### config.mk
export PLATFORM = sky130hd
export DESIGN_NAME = rxchk_status
export DESIGN_NICKNAME = d
export VERILOG_FILES = /design/src/rtl/eth_rxchk_pkg.sv /design/src/rtl/rxchk_status.sv
export SDC_FILE = /design/constraint.sdc
export NUM_CORES = 1
export LEC_CHECK = 0
export BUFFER_PORTS_ARGS = -buffer_cell sky130_fd_sc_hd__buf_2
export CAP_MARGIN = 20
export CORE_MARGIN = 1
export CORE_UTILIZATION = 45
export DETAILED_ROUTE_END_ITERATION = 8
export HOLD_SLACK_MARGIN = 0.1
export PLACE_DENSITY_LB_ADDON = 0.1
export RECOVER_POWER = 50
export SLEW_MARGIN = 25
export SYNTH_ARGS = -nofsm -noshare
export SYNTH_HDL_FRONTEND = slang
export SYNTH_SLANG_ARGS = --single-unit
### constraint.sdc
create_clock -name clk -period 1.16 [get_ports clk]
set_clock_uncertainty 0.1 [all_clocks]
set_input_delay 0.116 -clock clk [delete_from_list [all_inputs] [get_ports clk]]
set_output_delay 0.116 -clock clk [all_outputs]
set_load 0.005 [all_outputs]
### src/rtl/eth_rxchk_pkg.sv
package eth_rxchk_pkg;

  typedef struct packed {
    logic align;
    logic crc;
    logic short_f;
    logic long_f;
    logic jabber;
    logic symbol;
    logic len_mis;
  } rxchk_stat_t;

  localparam logic [15:0] TYPE_FIELD_MIN = 16'h0600;
  localparam int unsigned HDR_FCS_BYTES = 18;

endpackage

### src/rtl/rxchk_status.sv
module rxchk_status
  import eth_rxchk_pkg::*;
#(
  parameter int unsigned MIN_LEN = 64,
  parameter int unsigned CW      = 14
) (
  input  logic          clk,
  input  logic          rst_n,
  input  logic          frame_end,
  input  logic [CW-1:0] cnt,
  input  logic [CW-1:0] limit,
  input  logic          err_seen,
  input  logic          crc_bad,
  input  logic          align_bad,
  input  logic [15:0]   len_type,
  output logic          done,
  output logic          good,
  output rxchk_stat_t   stat
);

  logic        is_long, is_short, mismatch;
  logic [31:0] exp_len;
  rxchk_stat_t stat_d, stat_q;
  logic        good_d, good_q, done_q;

  always_comb begin
    is_long  = cnt > limit;
    is_short = cnt < CW'(MIN_LEN);
    exp_len  = 32'(len_type) + 32'(HDR_FCS_BYTES);
    if (exp_len < 32'(MIN_LEN)) exp_len = 32'(MIN_LEN);
    mismatch = (len_type < TYPE_FIELD_MIN) && (32'(cnt) != exp_len);

    stat_d         = '0;
    good_d         = 1'b0;
    if (frame_end) begin
      stat_d.align   = align_bad;
      stat_d.crc     = crc_bad && !is_long;
      stat_d.short_f = is_short;
      stat_d.long_f  = is_long && !crc_bad;
      stat_d.jabber  = is_long && crc_bad;
      stat_d.symbol  = err_seen;
      stat_d.len_mis = mismatch;
      good_d = !(is_short || is_long || crc_bad || align_bad || err_seen);
    end
  end

  always_ff @(posedge clk or negedge rst_n) begin
    if (!rst_n) begin
      done_q <= 1'b0;
      good_q <= 1'b0;
      stat_q <= '0;
    end else begin
      done_q <= frame_end;
      good_q <= good_d;
      stat_q <= stat_d;
    end
  end

  assign done = done_q;
  assign good = good_q;
  assign stat = stat_q;

  a_r4_done_follows_end: assert property (@(posedge clk) disable iff (!rst_n)
    done_q |-> $past(frame_end));
  a_r4_strobes_with_done: assert property (@(posedge clk) disable iff (!rst_n)
    (|stat_q || good_q) |-> done_q);
  a_r7_jabber_exclusive: assert property (@(posedge clk) disable iff (!rst_n)
    stat_q.jabber |-> !(stat_q.long_f || stat_q.crc));
  a_r6_good_is_clean: assert property (@(posedge clk) disable iff (!rst_n)
    good_q |-> !(stat_q.short_f || stat_q.long_f || stat_q.jabber ||
                 stat_q.crc || stat_q.align || stat_q.symbol));

endmodule

==> impl_metrics.yaml, run 1 <==
sta:
  min_period_over_period: 1.70
  setup_viol: 5
  rsz0062_at_grt: "yes"
  worst_pin_slew_ps: 486
  worst_slack_ps: -809
  hold_violations: 0
  period_minus_slack_ps: 1970
  relSlewSlack: 0.668
  fin_tns_setup_ps: -2480
  finalMaxSlewViolations: 0
  max_freq_ghz: 0.508
  whs_ps: 128
outcome:
  status: "finished, violations left"
  violations: "DRC, setup timing"
global_route:
  grt_pass1_vias: 1968
  grt.total_usage: 0.325
  grt_pass1_wl_um: 8520
  antenna_found_initial: 0
  grt_max_degree: 10
  gr-total-overflow: 0
clock_network:
  cts.sink_count: 9
  clock_path_buffers: 2
  cts_tree: "yes"
  clk_pin_slew_ps: 60
  cts_root_buf: "clkbuf_4"
  cts_made_buffers: 3
  h-tree-depth: 1
pwr:
  switchingPower_w: 0.000498
  vdd_ir_drop_max_v: 0.000457
  p_total_w: 0.00136
  power_frac_comb: 0.575
  p_int_w: 0.000865
  netSwitchingFraction: 0.365
  leakage_nw: 1.25
  power_density_nw_per_um2: 549
  pwr-share-clk: 0.183
  seqPwrFrac: 0.242
critical_path:
  critical_path.cell_chain: "buf_8, ha_4, a21o_4, and3_4, xnor2_2, nand2_1, or4b_4, o41ai_4, o211ai_1"
  critPathLaunchType: "primary input"
  end_kind: "register"
  crit_start: "len_type[2]"
  cpPeakStageDelay_ps: 560
  crit_family: "simple AND/OR/NAND/NOR gates"
  critPathBufInv: 1
  arrival_ps: 2010
  cp_max_fo: 5
  crit_type: "primary input to register"
  critPathSlowestCell: "or4b_4"
  worstPathRequired_ps: 1200
floorplanning:
  die_h_um: 58.1
  io-pin-count: 59
  start_util: 0.492
  core_region_area_um2: 2880
  fp.dieW_um: 58.1
  num_rows: 19
  dieArea_um2: 3370
synthesis:
  synth-edff-count: 0
  synth-seq-cells: 9
  synth_top_family_by_area: "simple AND/OR/NAND/NOR gates"
  synth-simple-area-share: 0.314
  synthesis.nets: 244
  async_reset_ff_frac: 1.00
  ys.flop_type: "dfrtp_1"
  syn_inst: 179
  synth_cell_types: 52
  syn-cell-area_um2: 1410
  synth_xor_area_frac: 0.0805
  syn_area_per_cell_um2: 7.90
  yosys.area_share.adder: 0.140
  yosysWarningCount: 0
  synth-compound-area-share: 0.235
  synthMuxAreaShare: 0.00708
  seq_area_frac_synth: 0.159
route:
  routed_wl_um: 5540
  drcViolationCount: 3
  postRouteAntennaNets: 0
  drt_iter0_drc: 102
  routedWlPerCell_um: 16.1
  avgViaCountPerCell: 5.77
  num_vias: 1991
  first_pass_iters: 6
place:
  hpwl_um: 3980
  placed_cell_area_um2: 2240
  place_ws_ps: -1170
  routabilityCongestion: 0.951
  port_buffers: 58
worst_hold_path:
  min_from: "frame_end"
  hold_end: "stat[3]$_DFF_PN0_"
  min-delay-path-class: "primary input to register"
  min_path_cells: 4
cells_and_area:
  syn_to_final_growth_pct: 75.8
  final_area_um2: 2480
  diodes: 0
  drive_gt1_frac: 0.495
  finalNetCount: 369
job:
  max_cap_viol_count: 0
final cells by class:
class | count | area, um^2
Multi-Input combinational cell | 147 | 1250
Tap cell | 42 | 52.6
Timing Repair Buffer | 124 | 850
Clock buffer | 4 | 26.3
Sequential cell | 9 | 225
Fill cell | 170 | 392
Inverter | 19 | 76.3
stage by stage:
stage | util | std cells
global placement | 0.778 | 332
finish | 0.864 | 345
floorplan | - | 179
detailed placement | 0.778 | 332
global route | 0.864 | 345
CTS | 0.830 | 343
power by group through the flow:
stage	Clock, W	Sequential, W	Combinational, W
after floorplan	0	0.000337	0.000298
after global placement	0	0.000334	0.000639
after detailed placement	0	0.000335	0.000672
after CTS	0.000254	0.000329	0.000717
after global routing	0.000273	0.000331	0.000845
final	0.000250	0.000330	0.000784
logic make-up after synthesis:
family / Yosys count
buffers and inverters: 23
and+or+nand+nor: 73
muxes: 1
adders and majority gates: 16
xor gates and xnor gates: 13
DFF: 9
AOI/OAI and AO/OA: 44
sequential cells by signal, indices dropped and copies added (netlist names):
name  count
stat      7
good      1
done      1
per-layer routing:
layer / wire length [um] / track usage / share of wire / up-vias
li1: - / - / - / 941
met1: 2310 / 0.382 / 0.42 / 944
met2: 2790 / 0.596 / 0.50 / 90
met5: 0 / 0 / 0 / -
met4: 151 / 0.122 / 0.027 / 0
met3: 292 / 0.0402 / 0.053 / 16
worst max path at each step:
stage                         to  slack (ps)  cells after the start
3_5_place_dp   stat[0]$_DFF_PN0_       -1170                      9
4_1_cts        stat[0]$_DFF_PN0_        -750                      9
5_1_grt        stat[0]$_DFF_PN0_        -840                      9
3_3_place_gp   stat[0]$_DFF_PN0_       -1080                      9
2_1_floorplan  stat[0]$_DFF_PN0_        -940                      9
6_report       stat[0]$_DFF_PN0_        -810                      9
synthesized netlist by cell type (2+ instances only):
library cell,count,area share
inv_1,19,0.050
ha_1,15,0.13
nand2_1,10,0.027
dfrtp_1,9,0.16
nand4_1,9,0.040
nor2_1,9,0.024
xor2_1,8,0.050
and3_1,6,0.027
nor3_1,6,0.021
a21o_1,5,0.027
a21oi_1,5,0.018
nor4_1,5,0.022
o21ai_0,5,0.018
xnor2_1,5,0.031
nor3b_1,4,0.021
o21a_1,4,0.021
a311oi_1,3,0.019
and4_1,3,0.019
clkbuf_1,3,0.0080
nand3_1,3,0.011
nor2b_1,3,0.013
o211ai_1,3,0.016
a211oi_1,2,0.011
a31oi_1,2,0.0088
and2_1,2,0.0088
o2111ai_1,2,0.012
o311ai_0,2,0.012
o41ai_1,2,0.012
or4b_2,2,0.014
timing repair:
action,4_1_cts,5_1_grt
hold endpoints to repair,15,0
gates resized for setup,14,18
buffers inserted,1,2
pin swaps,9,9
hold buffers,6,0
setup endpoints to repair,5,5
cells in the final DEF, fill, tap and decap left out, types with 2 or more instances in the layout:
cell type,instances
clkbuf_1,3
nor2b_1,2
and3_1,5
a21o_1,4
buf_2,49
a21oi_1,4
o41ai_1,2
clkbuf_4,4
and2_1,2
nor4_1,4
ha_1,12
and4_1,3
nand3_1,3
inv_1,17
dfrtp_1,9
nand2_1,9
or4b_2,2
dlygate4sd3_1,6
nor3b_1,4
a311oi_2,2
xnor2_1,4
nor3_1,6
ha_4,3
o311ai_0,2
nor2_1,8
buf_8,4
a211oi_1,2
o2111ai_2,2
buf_4,61
nand2_4,2
o211ai_1,3
xor2_1,8
o21a_1,4
nand4_1,9
o21ai_0,3
Power figures use the tool's default switching activity.
==> inputs of run 2 (changes only) <==
--- a/config.mk
+++ b/config.mk
@@ -5,6 +5,7 @@
 export SDC_FILE = /design/constraint.sdc
 export NUM_CORES = 1
 export LEC_CHECK = 0
+export ABC_AREA = 1
 export BUFFER_PORTS_ARGS = -buffer_cell sky130_fd_sc_hd__buf_2
 export CAP_MARGIN = 20
 export CORE_MARGIN = 1
==> run 2 against run 1 <==
Effect of this change:
- the run ends with setup timing left
- cell count is 13% higher
- non-clock buffer count is 13 lower
- critical path depth is 7 higher
- power is 4.3% higher
- synthesized cell count is 28% higher
- routed wire length is 7.8% lower
- global-route usage is 6.5 points lower
- final area is 6.0% higher
- critical endpoint unchanged
- largest cell class unchanged
==> impl_metrics.yaml, run 2 <==
outcome:
  status: "finished, violations left"
  violations: "setup timing"
sta:
  min_period_over_period: 1.53
  max_freq_ghz: 0.564
  setup_viol: 5
  fin_tns_setup_ps: -762
  hold_violations: 0
  finalMaxSlewViolations: 0
  worst_pin_slew_ps: 480
  worst_slack_ps: -612
  period_minus_slack_ps: 1770
  rsz0062_at_grt: "yes"
  relSlewSlack: 0.680
synthesis:
  synth_xor_area_frac: 0.0432
  yosys.area_share.adder: 0.132
  synth-seq-cells: 9
  synth-edff-count: 0
  async_reset_ff_frac: 1.00
  yosysMostFrequentCell: "nand2_1"
  synthMuxAreaShare: 0
  yosysTopAreaCell: "nand2_1"
  syn_area_per_cell_um2: 6.17
  synth-compound-area-share: 0.0626
  synthesis.nets: 295
  synth_top_area_frac: 0.188
  syn_inst: 230
  synth_common_cells: "nand2_1, inv_1, nor2_1"
  seq_area_frac_synth: 0.159
  yosys-top-cells-area: "nand2_1, dfrtp_1, ha_1"
  synth_top_family_by_area: "simple AND/OR/NAND/NOR gates"
  synth_cell_types: 29
  syn-cell-area_um2: 1420
  yosysWarningCount: 0
  ys.flop_type: "dfrtp_1"
  synth-simple-area-share: 0.487
worst_hold_path:
  hold_end: "stat[0]$_DFF_PN0_"
  min_path_cells: 4
  min_from: "len_type[12]"
  min-delay-path-class: "primary input to register"
place:
  placed_cell_area_um2: 2160
  port_buffers: 58
  hpwl_um: 3140
  routabilityCongestion: 0.861
  placed_cells: 373
clock_network:
  cts.sink_count: 9
  cts_root_buf: "clkbuf_4"
  clk_pin_slew_ps: 60
  cts_made_buffers: 3
  cts_tree: "yes"
  clock_path_buffers: 2
  h-tree-depth: 1
  cts_hold_buf: 5
floorplanning:
  io-pin-count: 59
  core_region_area_um2: 3030
  num_rows: 20
  die_h_um: 58.2
  fp.dieW_um: 58.2
  start_util: 0.469
  dieArea_um2: 3380
critical_path:
  cp_common_cell: "nand2_1"
  arrival_ps: 1830
  critPathSlowestCell: "nor2_1"
  critPathLaunchType: "primary input"
  critical_path.cell_chain: "buf_6, ha_4, nand2_4, nand2_4, nand3b_1, nand2_2, nor2_2, nand2_1, nor2_4, nand2_4, nand2_1, nand2_1, nor2_1, nand2_1, nor2_1, nor2_1"
  crit_type: "primary input to register"
  crit_family: "simple AND/OR/NAND/NOR gates"
  end_kind: "register"
  critPathBufInv: 1
  cp_max_fo: 6
  cpPeakStageDelay_ps: 170
  worstPathRequired_ps: 1210
pwr:
  vdd_ir_drop_max_v: 0.000270
  p_total_w: 0.00142
  power_density_nw_per_um2: 540
  leakage_nw: 1.42
cells_and_area:
  final_cell_mix: "nand2_1, buf_4, buf_2"
  mostFrequentLayoutCell: "nand2_1"
  finalNetCount: 412
  fin_cells: 390
  multi_input_area_um2: 1360
  final_core_util: 0.870
  register_area_um2: 225
  largest_register_ff_count: 7
  fill_cells: 163
  syn_to_final_growth_pct: 85.7
  final_area_um2: 2640
  diodes: 0
  drive_gt1_frac: 0.549
route:
  drcViolationCount: 0
  first_pass_iters: 4
  postRouteAntennaNets: 0
  avgViaCountPerCell: 5.16
  routed_wl_um: 5110
  routedWlPerCell_um: 13.1
  drt_iter0_drc: 139
  num_vias: 2011
global_route:
  grt.total_usage: 0.260
  gr-total-overflow: 0
  grt_pass1_wl_um: 6880
  grt_max_degree: 10
  antenna_found_initial: 0
  grt_pass1_vias: 1714
job:
  max_cap_viol_count: 0
[run 2: kinds of logic (layout without fill, tap and decap cells)]
kind of cell             after synthesis  in the layout
AND/OR/NAND/NOR                      142            144
flip-flops                             9              9
AO/OA/AOI/OAI                         15             15
adder cells (fa/ha/maj)               15             15
buffers and inverters                 42            156
XOR/XNOR                               7              7
[run 2: area by class of cell]
type	count	area share
multi-input combinational	181	0.515
timing repair buffer	111	0.305
sequential	9	0.0855
inverter	41	0.0636
tap	44	0.0209
clock buffer	4	0.00997
[run 2: tightest hold or removal path, cell delays in order]
cell and delay, ps:
buf_4 120, nor4_1 60, nand4_1 70, nor2_1 50
[run 2: what timing repair did]
action,4_1_cts,5_1_grt
cloned,2,0
gates resized for setup,27,56
pin swaps,26,29
buffers inserted,3,3
endpoints found under the hold margin,18,1
setup endpoints to repair,5,5
[run 2: layer usage]
metal,track usage,wire (um),vias to the layer above
li1,-,-,974
met3,0.0268,232,18
met1,0.308,1940,942
met5,0,0,-
met4,0.0884,139,0
met2,0.483,2800,77
[run 2: how the worst max path moves through the flow]
| stage | cells after the start | from | slack, ps | endpoint |
|---|---|---|---|---|
| 2_1_floorplan | 17 | len_type[1] | -450 | stat[0]$_DFF_PN0_ |
| 3_3_place_gp | 18 | len_type[1] | -730 | stat[0]$_DFF_PN0_ |
| 3_5_place_dp | 17 | len_type[1] | -780 | stat[0]$_DFF_PN0_ |
| 4_1_cts | 15 | len_type[10] | -420 | stat[0]$_DFF_PN0_ |
| 5_1_grt | 16 | len_type[5] | -710 | stat[0]$_DFF_PN0_ |
| 6_report | 16 | len_type[2] | -610 | stat[0]$_DFF_PN0_ |
[run 2: report_power, final]
group	internal [W]	switching, W	total, W
Sequential	0.000326	0.00000281	0.000329
Clock	0.000133	0.000115	0.000248
Combinational	0.000424	0.000422	0.000845
[run 2: stage by stage]
stage,hold slack (ps),setup WS (ps)
floorplan,-280,-455
global placement,-129,-728
detailed placement,-130,-782
CTS,85.7,-417
global route,82.9,-713
finish,80.6,-612
==> inputs of run 3 (changes only) <==
==> constraint.sdc (replaced) <==
create_clock -name clk -period 2.05 [get_ports clk]
set_clock_uncertainty 0.1 [all_clocks]
set_input_delay 0.205 -clock clk [delete_from_list [all_inputs] [get_ports clk]]
set_output_delay 0.205 -clock clk [all_outputs]
set_load 0.005 [all_outputs]
==> run 3 against run 2 <==
Effect of this change:
- flip-flop and latch count unchanged
- setup slack improved by 870 ps
- the run now ends clean
- cell count down 12%
- largest power group unchanged
- sequential power shrank 43%
- critical endpoint unchanged
==> impl_metrics.yaml, run 3 (same netlist as run 2, synthesis figures left out) <==
pwr:
  power_density_nw_per_um2: 320
  pwr-share-clk: 0.213
  p_int_w: 0.000387
  netSwitchingFraction: 0.355
  power_frac_comb: 0.477
  switchingPower_w: 0.000213
  seqPwrFrac: 0.310
  vdd_ir_drop_max_v: 0.000127
  leakage_nw: 1.12
route:
  routedWlPerCell_um: 9.18
  routed_wl_um: 3160
  num_vias: 1587
  postRouteAntennaNets: 0
  avgViaCountPerCell: 4.61
  drcViolationCount: 0
  first_pass_iters: 4
  drt_iter0_drc: 48
cells_and_area:
  drive_gt1_frac: 0.293
  multi_input_area_um2: 1050
  fill_cells: 310
  mostFrequentLayoutCell: "nand2_1"
  register_area_um2: 225
  finalNetCount: 366
  largest_register_ff_count: 7
  diodes: 0
  final_cell_mix: "nand2_1, buf_2, inv_1"
  syn_to_final_growth_pct: 32.2
clock_network:
  clk_pin_slew_ps: 60
  cts_root_buf: "clkbuf_4"
  h-tree-depth: 1
  clock_path_buffers: 2
  cts.sink_count: 9
  cts_tree: "yes"
  cts_made_buffers: 3
critical_path:
  end_kind: "register"
  cpPeakStageDelay_ps: 210
  cp_max_fo: 13
  critPathBufInv: 1
  cp_common_cell: "nand2_1"
  crit_type: "primary input to register"
  crit_family: "simple AND/OR/NAND/NOR gates"
  critPathSlowestCell: "ha_1"
  critical_path.cell_chain: "buf_2, ha_1, nand2_1, nand2_4, nand3b_1, nand2_1, a21oi_2, nand2_1, nor2_2, nand2_4, nand3b_1, nand2_1, nor2_1, nand2_1, nor2_1, nor2_1"
  worstPathRequired_ps: 2090
  critPathLaunchType: "primary input"
  arrival_ps: 1830
sta:
  fin_tns_setup_ps: 0
  min_period_over_period: 0.873
  finalMaxSlewViolations: 0
  period_minus_slack_ps: 1790
  hold_violations: 0
  max_freq_ghz: 0.559
  worst_pin_slew_ps: 444
  rsz0062_at_grt: "no"
  relSlewSlack: 0.704
  setup_viol: 0
  whs_ps: 170
job:
  max_cap_viol_count: 0
outcome:
  status: "finished clean"
global_route:
  grt.total_usage: 0.194
  gr-total-overflow: 0
  grt_max_degree: 14
  grt_pass1_vias: 1323
  antenna_found_initial: 0
  grt_pass1_wl_um: 5250
floorplanning:
  die_h_um: 58.2
  core_region_area_um2: 3030
  start_util: 0.469
  io-pin-count: 59
  fp.dieW_um: 58.2
  num_rows: 20
  dieArea_um2: 3380
worst_hold_path:
  min-delay-path-class: "primary input to register"
place:
  port_buffers: 58
  hpwl_um: 2770
  routabilityCongestion: 0.820
run 3: metal layers:
layer  GRT usage  vias up  share of wire
met1       0.259      660           0.47
met5           0        -              0
li1            -      879              -
met4      0.0476        0              0
met2       0.343       48           0.48
met3     0.00670        0          0.053
run 3: path summary, 6_finish.rpt:
kind                               from  slack (ps)  depth (start not counted)           endpoint
worst max-delay path        len_type[1]         260                         16  stat[0]$_DFF_PN0_
worst min-delay path       len_type[14]         170                          4  stat[0]$_DFF_PN0_
max in group asynchronous         rst_n        1230                          2  stat[3]$_DFF_PN0_
min in group asynchronous         rst_n         320                          2  stat[1]$_DFF_PN0_
run 3: what timing repair did:
| action | CTS | global route |
|---|---|---|
| setup buffers | 0 | 0 |
| hold buffers | 6 | 0 |
| endpoints found under the setup margin | 0 | 2 |
| endpoints found under the hold margin | 14 | 0 |
| gates resized for setup | 0 | 4 |
run 3: metrics by stage:
stage	setup WS [ps]	power (W)	cell area [um^2]	util	instances
6_report	261	0.000600	1880	0.619	344
3_5_place_dp	-70.9	0.000466	1780	0.589	335
4_1_cts	65.2	0.000604	1870	0.617	345
2_1_floorplan	249	0.000352	1420	-	230
5_1_grt	68.3	0.000652	1880	0.619	344
3_3_place_gp	-26.8	0.000466	1780	0.589	335
run 3: final cells by class:
type	count	share of cell area
tap	44	0.0294
inverter	41	0.0821
multi-input combinational	179	0.558
clock buffer	4	0.0140
sequential	9	0.120
timing repair buffer	67	0.196
run 3: power by group through the flow:
| stage | Sequential [W] | Clock [W] | Combinational, W |
|---|---|---|---|
| global route | 0.000186 | 0.000137 | 0.000329 |
| floorplan | 0.000191 | 0 | 0.000162 |
| finish | 0.000186 | 0.000128 | 0.000286 |
| detailed placement | 0.000189 | 0 | 0.000277 |
| CTS | 0.000186 | 0.000133 | 0.000286 |
| global placement | 0.000189 | 0 | 0.000277 |
